### src/rtl/hreg_pkg.sv
package hreg_pkg;
  localparam int CTRL_N = 7;
  // Reset value of the control bits held in the control byte.
  localparam logic [CTRL_N-1:0] CTRL_RESET = 7'b1110000;
  // Bits combined with their pin by AND; all other bits use OR.
  localparam logic [CTRL_N-1:0] CTRL_AND   = 7'b1100000;
  // Bits forced on by the global clip pin.
  localparam logic [CTRL_N-1:0] CTRL_FORCE = 7'b0000111;

  typedef enum logic [1:0] {PH_IDLE, PH_ADDR, PH_WRITE, PH_READ} phase_t;
endpackage

### src/rtl/hreg_port.sv
module hreg_port
  import hreg_pkg::*;
#(
  parameter int AW = 8,
  parameter int DW = 8
) (
  input  logic          clk,
  input  logic          rst,
  input  logic          host_mode,
  input  logic          host_cs_n,
  input  logic          host_rw,
  input  logic          host_ad,
  input  logic [DW-1:0] bus_in,
  output phase_t        phase,
  output logic [AW-1:0] lat_addr
);
  logic active;

  assign active = !host_mode && !host_cs_n;

  always_comb begin
    if (!active)      phase = PH_IDLE;
    else if (!host_ad) phase = PH_ADDR;
    else if (host_rw)  phase = PH_READ;
    else               phase = PH_WRITE;
  end

  always_ff @(posedge clk) begin
    if (rst)                 lat_addr <= '0;
    else if (phase == PH_ADDR) lat_addr <= AW'(bus_in);
  end
endmodule

### src/rtl/hreg_wtable.sv
module hreg_wtable
  import hreg_pkg::*;
#(
  parameter int AW       = 8,
  parameter int DW       = 8,
  parameter int WR_DEPTH = 15,
  parameter int CTRL_LOC = 0
) (
  input  logic                   clk,
  input  logic                   rst,
  input  logic                   wr_en,
  input  logic [AW-1:0]          wr_addr,
  input  logic [DW-1:0]          wr_data,
  output logic [WR_DEPTH*DW-1:0] table_q
);
  for (genvar g = 0; g < WR_DEPTH; g++) begin : g_loc
    localparam logic [DW-1:0] RST_VAL = (g == CTRL_LOC) ? DW'(CTRL_RESET) : '0;
    logic [DW-1:0] loc_q;

    always_ff @(posedge clk) begin
      if (rst)                                 loc_q <= RST_VAL;
      else if (wr_en && wr_addr == AW'(g))     loc_q <= wr_data;
    end

    assign table_q[g*DW +: DW] = loc_q;
  end
endmodule

### src/rtl/hreg_rtable.sv
module hreg_rtable #(
  parameter int AW       = 8,
  parameter int DW       = 8,
  parameter int RD_DEPTH = 23
) (
  input  logic                   clk,
  input  logic                   rst,
  input  logic [RD_DEPTH*DW-1:0] stat_in,
  input  logic                   rd_en,
  input  logic [AW-1:0]          rd_addr,
  output logic [DW-1:0]          rd_data,
  output logic                   rd_oe
);
  logic [RD_DEPTH*DW-1:0] snap_q;
  logic [DW-1:0]          pick;

  always_ff @(posedge clk) begin
    if (rst) snap_q <= '0;
    else     snap_q <= stat_in;
  end

  // Unimplemented addresses fall through with zero.
  always_comb begin
    pick = '0;
    for (int i = 0; i < RD_DEPTH; i++)
      if (rd_addr == AW'(i)) pick = snap_q[i*DW +: DW];
  end

  always_ff @(posedge clk) begin
    if (rst) begin
      rd_data <= '0;
      rd_oe   <= 1'b0;
    end else begin
      rd_data <= rd_en ? pick : '0;
      rd_oe   <= rd_en;
    end
  end
endmodule

### src/rtl/hreg_merge.sv
module hreg_merge
  import hreg_pkg::*;
(
  input  logic              clk,
  input  logic              rst,
  input  logic [CTRL_N-1:0] ctrl_bits,
  input  logic [CTRL_N-1:0] ctrl_pin,
  input  logic              clip_trs_pin,
  output logic [CTRL_N-1:0] ctrl_en
);
  logic [CTRL_N-1:0] comb_en;

  for (genvar i = 0; i < CTRL_N; i++) begin : g_bit
    if (CTRL_AND[i]) begin : g_and
      if (CTRL_FORCE[i]) begin : g_f
        assign comb_en[i] = (ctrl_bits[i] & ctrl_pin[i]) | clip_trs_pin;
      end else begin : g_nf
        assign comb_en[i] = ctrl_bits[i] & ctrl_pin[i];
      end
    end else begin : g_or
      if (CTRL_FORCE[i]) begin : g_f
        assign comb_en[i] = ctrl_bits[i] | ctrl_pin[i] | clip_trs_pin;
      end else begin : g_nf
        assign comb_en[i] = ctrl_bits[i] | ctrl_pin[i];
      end
    end
  end

  always_ff @(posedge clk) begin
    if (rst) ctrl_en <= CTRL_RESET & ~CTRL_AND;
    else     ctrl_en <= comb_en;
  end
endmodule

### src/rtl/hreg_bank.sv
module hreg_bank
  import hreg_pkg::*;
#(
  parameter int DW       = 8,
  parameter int AW       = 8,
  parameter int WR_DEPTH = 15,
  parameter int RD_DEPTH = 23,
  parameter int CTRL_LOC = 0
) (
  input  logic                   clk,
  input  logic                   rst,
  input  logic                   host_mode,
  input  logic                   host_cs_n,
  input  logic                   host_rw,
  input  logic                   host_ad,
  input  logic [DW-1:0]          bus_in,
  output logic [DW-1:0]          bus_out,
  output logic                   bus_oe,
  input  logic [CTRL_N-1:0]      ctrl_pin,
  input  logic                   clip_trs_pin,
  input  logic [RD_DEPTH*DW-1:0] stat_in,
  output logic [WR_DEPTH*DW-1:0] cfg_out,
  output logic [CTRL_N-1:0]      ctrl_en
);
  phase_t        phase;
  logic [AW-1:0] lat_addr;

  hreg_port #(.AW(AW), .DW(DW)) u_port (
    .clk(clk), .rst(rst), .host_mode(host_mode), .host_cs_n(host_cs_n),
    .host_rw(host_rw), .host_ad(host_ad), .bus_in(bus_in),
    .phase(phase), .lat_addr(lat_addr)
  );

  hreg_wtable #(.AW(AW), .DW(DW), .WR_DEPTH(WR_DEPTH), .CTRL_LOC(CTRL_LOC)) u_wtab (
    .clk(clk), .rst(rst), .wr_en(phase == PH_WRITE), .wr_addr(lat_addr),
    .wr_data(bus_in), .table_q(cfg_out)
  );

  hreg_rtable #(.AW(AW), .DW(DW), .RD_DEPTH(RD_DEPTH)) u_rtab (
    .clk(clk), .rst(rst), .stat_in(stat_in), .rd_en(phase == PH_READ),
    .rd_addr(lat_addr), .rd_data(bus_out), .rd_oe(bus_oe)
  );

  hreg_merge u_merge (
    .clk(clk), .rst(rst), .ctrl_bits(cfg_out[CTRL_LOC*DW +: CTRL_N]),
    .ctrl_pin(ctrl_pin), .clip_trs_pin(clip_trs_pin), .ctrl_en(ctrl_en)
  );
endmodule

### config.mk
export PLATFORM = sky130hd
export DESIGN_NAME = hreg_bank
export DESIGN_NICKNAME = d
export VERILOG_FILES = /design/src/rtl/hreg_pkg.sv /design/src/rtl/hreg_port.sv /design/src/rtl/hreg_wtable.sv /design/src/rtl/hreg_rtable.sv /design/src/rtl/hreg_merge.sv /design/src/rtl/hreg_bank.sv
export SDC_FILE = /design/constraint.sdc
export NUM_CORES = 1
export LEC_CHECK = 0
export ABC_AREA = 1
export BUFFER_PORTS_ARGS = -buffer_cell sky130_fd_sc_hd__buf_2
export CAP_MARGIN = 20
export CELL_PAD_IN_SITES_DETAIL_PLACEMENT = 1
export CELL_PAD_IN_SITES_GLOBAL_PLACEMENT = 2
export CORE_MARGIN = 8
export CORE_UTILIZATION = 28
export DETAILED_ROUTE_END_ITERATION = 8
export HOLD_SLACK_MARGIN = 0.02
export PLACE_DENSITY_LB_ADDON = 0.08
export SETUP_SLACK_MARGIN = 0.15
export SYNTH_ARGS = -nofsm -noshare
export SYNTH_HDL_FRONTEND = slang
export SYNTH_SLANG_ARGS = --single-unit
### constraint.sdc
create_clock -name clk -period 2.54 [get_ports clk]
set_input_delay 0 -clock clk [delete_from_list [all_inputs] [get_ports clk]]
set_output_delay 0 -clock clk [all_outputs]
set_load 0.01 [all_outputs]
==> results.toml <==
[outcome]
status = "completed"

[layout]
design_area_mm2 = 0.0179
area_delta_synth_final_pct = 51.2
nNetsFinal = 2389
regArea_mm2 = 0.00658
stdcell_count = 2750
multi_input_area_mm2 = 0.00412
drive_gt1_frac = 0.221
diodes = 0
num-fill-cells = 5131

[setup_path]
cp_slowest_cell = "dfxtp_1"
crit_top_cell = "nor2_1"
crit_family = "simple AND/OR/NAND/NOR gates"
crit_chain = "nor2_2 > nand4_1 > buf_4 > nor2_2 > inv_1 > buf_4 > nor2_1 > inv_1 > nor2_1 > nor2_1"
critical_path_arrival_ns = 2.65
crit_type = "reg2reg"
worst-endpoint-required_ns = 2.97
start_kind = "register"
critPathMaxStageDelay_ns = 0.32
crit_path_end_kind = "register"
cp.buffers_inverters = 4
cp_max_fo = 8

[timing]
setup_viol = 0
maxSlewHeadroom = 0.522
worst_pin_slew_ns = 0.717
fin_crit_sh = 0.875
setup_ws_ns = 0.317
clock_skew_ns = 0.0197
rsz0062_at_grt = "no"
hold_viol_final = 0
tns_ns = 0
min_period_ns = 2.22
timing.fmax_ghz = 0.450
slew_violations = 0

[logic_synthesis]
synth-simple-area-share = 0.268
yosys_register_bits = 328
synth_top_cell_area_share = 0.555
netlist_instances = 1599
synthXorXnorAreaFrac = 0
synth-compound-area-share = 0.0703
synthAdderAreaFrac = 0
synth_top_family_by_area = "simple AND/OR/NAND/NOR gates"
syn_area_per_cell_um2 = 7.40
synth_area_leaders = "dfxtp_1 55%, nor2_1 13%, inv_1 8.6%"
yosys_warnings = 0
yosysTopAreaCell = "dfxtp_1"
muxShareOfSynthArea = 0
syn-num-nets = 1805
yosysSeqAreaShare = 0.555
syn-cell-area_mm2 = 0.0118
ys_types = 23

[clock_tree]
cts_tree = "done"
cts-root-buf = "clkbuf_16"
cts_buffers = 38
cts-htree-levels = 2
clockBufferDepth = 3
clk_pin_slew_ns = 0.06
insertion_delay_ns = 0.54
cts_sinks = 328

[floorplan]
rows = 75
die_x_um = 222
design.core.area_mm2 = 0.0419
ioPinCount = 342
die_height_um = 222
start_util = 0.283
die_area_mm2 = 0.0491

[placed_design]
dp_slack_ns = 0.116
place_area_mm2 = 0.0142
numPortBuffers = 341
gp_congestion = 0.835
dpl.cell_count = 2449
hpwl_mm = 36.1

[power_and_ir_drop]
clkPwrFrac = 0.456
power_frac_seq = 0.453
power.combinational.fraction = 0.091
finalPower_w = 0.0119
p_switching_w = 0.00278
internal_power_w = 0.00915
ir_drop_v = 0.000360
p_sw_frac = 0.233
power.density_mw_per_mm2 = 667
p_leak_nw = 8.89

[route]
via_per_inst = 4.34
first_pass_iters = 5
drc = 0
vias = 11900
drt_first_iter_violations = 661
routed_wl_mm = 50.1
avgRoutedWirePerCell_um = 18.2
final_antenna_net_count = 0

[global_routing]
grt_overflow_total = 0
grt_pass1_wl_mm = 76.4
grt_usage = 0.198
grt_pass1_vias = 13000
grt_start_max_net_pins = 120
antenna_found_initial = 0

[worst_hold_path]
hold_class = "in2reg"

[job]
max_cap_viol_count = 0
-- tightest hold or removal path: stages --
cell and delay [ns]:
buf_2 0.08, nor2_1 0.05, inv_1 0.07, nor2_1 0.04
inv_1 0.10, nor2_1 0.15
-- power groups by stage --
| stage | combinational, W | sequential (W) | clock (W) |
|---|---|---|---|
| floorplan | 0.000383 | 0.00548 | 0 |
| global placement | 0.000766 | 0.00552 | 0 |
| detailed placement | 0.000775 | 0.00552 | 0 |
| CTS | 0.00105 | 0.00540 | 0.00562 |
| global route | 0.00121 | 0.00542 | 0.00583 |
| finish | 0.00109 | 0.00540 | 0.00545 |
-- state kept, by name, indices dropped and copies added, names as in the netlist --
signal	cells
u_rtab.snap_q	184
u_wtab.g_loc.loc_q	120
u_port.lat_addr	8
u_rtab.rd_data	8
u_merge.ctrl_en	7
u_rtab.rd_oe	1
-- layout by cell type (no fill, tap or decap), types with 2 or more instances in the layout --
| cell | synthesis | final |
|---|---|---|
| inv_2 | 9 | 10 |
| a21oi_1 | 62 | 62 |
| nor2_1 | 417 | 413 |
| nand4_1 | 31 | 31 |
| dfxtp_2 | 0 | 3 |
| clkinv_2 | 0 | 4 |
| nor3_2 | 1 | 2 |
| dfxtp_1 | 328 | 323 |
| inv_1 | 272 | 270 |
| buf_4 | 0 | 31 |
| nand2_2 | 2 | 4 |
| nor3_1 | 7 | 6 |
| nor2_2 | 15 | 12 |
| clkbuf_1 | 49 | 12 |
| nor2_4 | 1 | 11 |
| o21ai_0 | 101 | 101 |
| or2_0 | 7 | 7 |
| or2_2 | 9 | 9 |
| nand2_4 | 0 | 4 |
| inv_6 | 0 | 2 |
| bufinv_16 | 0 | 2 |
| dfxtp_4 | 0 | 2 |
| clkbuf_16 | 0 | 39 |
| buf_2 | 4 | 340 |
| nand2_1 | 203 | 197 |
| clkbuf_8 | 0 | 10 |
| dlygate4sd3_1 | 0 | 223 |
| buf_12 | 0 | 2 |
| nand3_1 | 74 | 74 |
-- per-stage QoR --
stage | util | hold slack, ns
CTS | 0.424 | 0.0379
global placement | 0.340 | 0.177
global route | 0.428 | 0.141
finish | 0.428 | 0.0560
floorplan | - | 0.0860
detailed placement | 0.340 | 0.179
-- final timing paths --
path,end,depth (start not counted),slack [ns],from
max reg2reg,u_wtab.g_loc[11].loc_q[3],10,0.32,u_port.lat_addr[4]
min,u_rtab.rd_oe,6,0.06,host_cs_n
max,u_wtab.g_loc[11].loc_q[3],10,0.32,u_port.lat_addr[4]
min reg2reg,u_wtab.g_loc[14].loc_q[6],2,0.44,u_wtab.g_loc[14].loc_q[6]
-- synthesized netlist by cell type, drive strengths merged --
cell / instances
nor2: 433
dfxtp: 328
clkbuf: 49
a21oi: 62
nand2: 205
o2111ai: 1
nor3: 8
o21ai: 101
nand4: 31
and2: 1
nand3: 74
or2: 17
buf: 7
inv: 281
a21o: 1
-- final cells by class --
| class | instances | area share |
|---|---|---|
| Sequential cell | 328 | 0.368 |
| Timing Repair Buffer | 597 | 0.236 |
| Multi-Input combinational cell | 937 | 0.230 |
| Clock buffer | 61 | 0.0647 |
| Inverter | 281 | 0.0592 |
| Tap cell | 539 | 0.0377 |
| Clock inverter | 7 | 0.00496 |
-- cells by family after synthesis --
group	after synthesis
AND/OR/NAND/NOR	769
buffers and inverters	337
AO/OA/AOI/OAI	165
flip-flops	328
-- what timing repair did --
action	in CTS	in global routing
pin swaps	0	10
endpoints found under the hold margin	284	0
hold buffers	223	0
buffers inserted	0	7
resized for setup	3	29
setup endpoints to repair	3	15
cloned	0	3
-- routing by layer --
metal	track usage	vias to the layer above	part of all wire
li1	-	6008	-
met2	0.329	272	0.47
met5	0	-	0
met1	0.254	5570	0.46
met4	0.0569	0	0.024
met3	0.0472	72	0.049
Power figures use the tool's default switching activity.
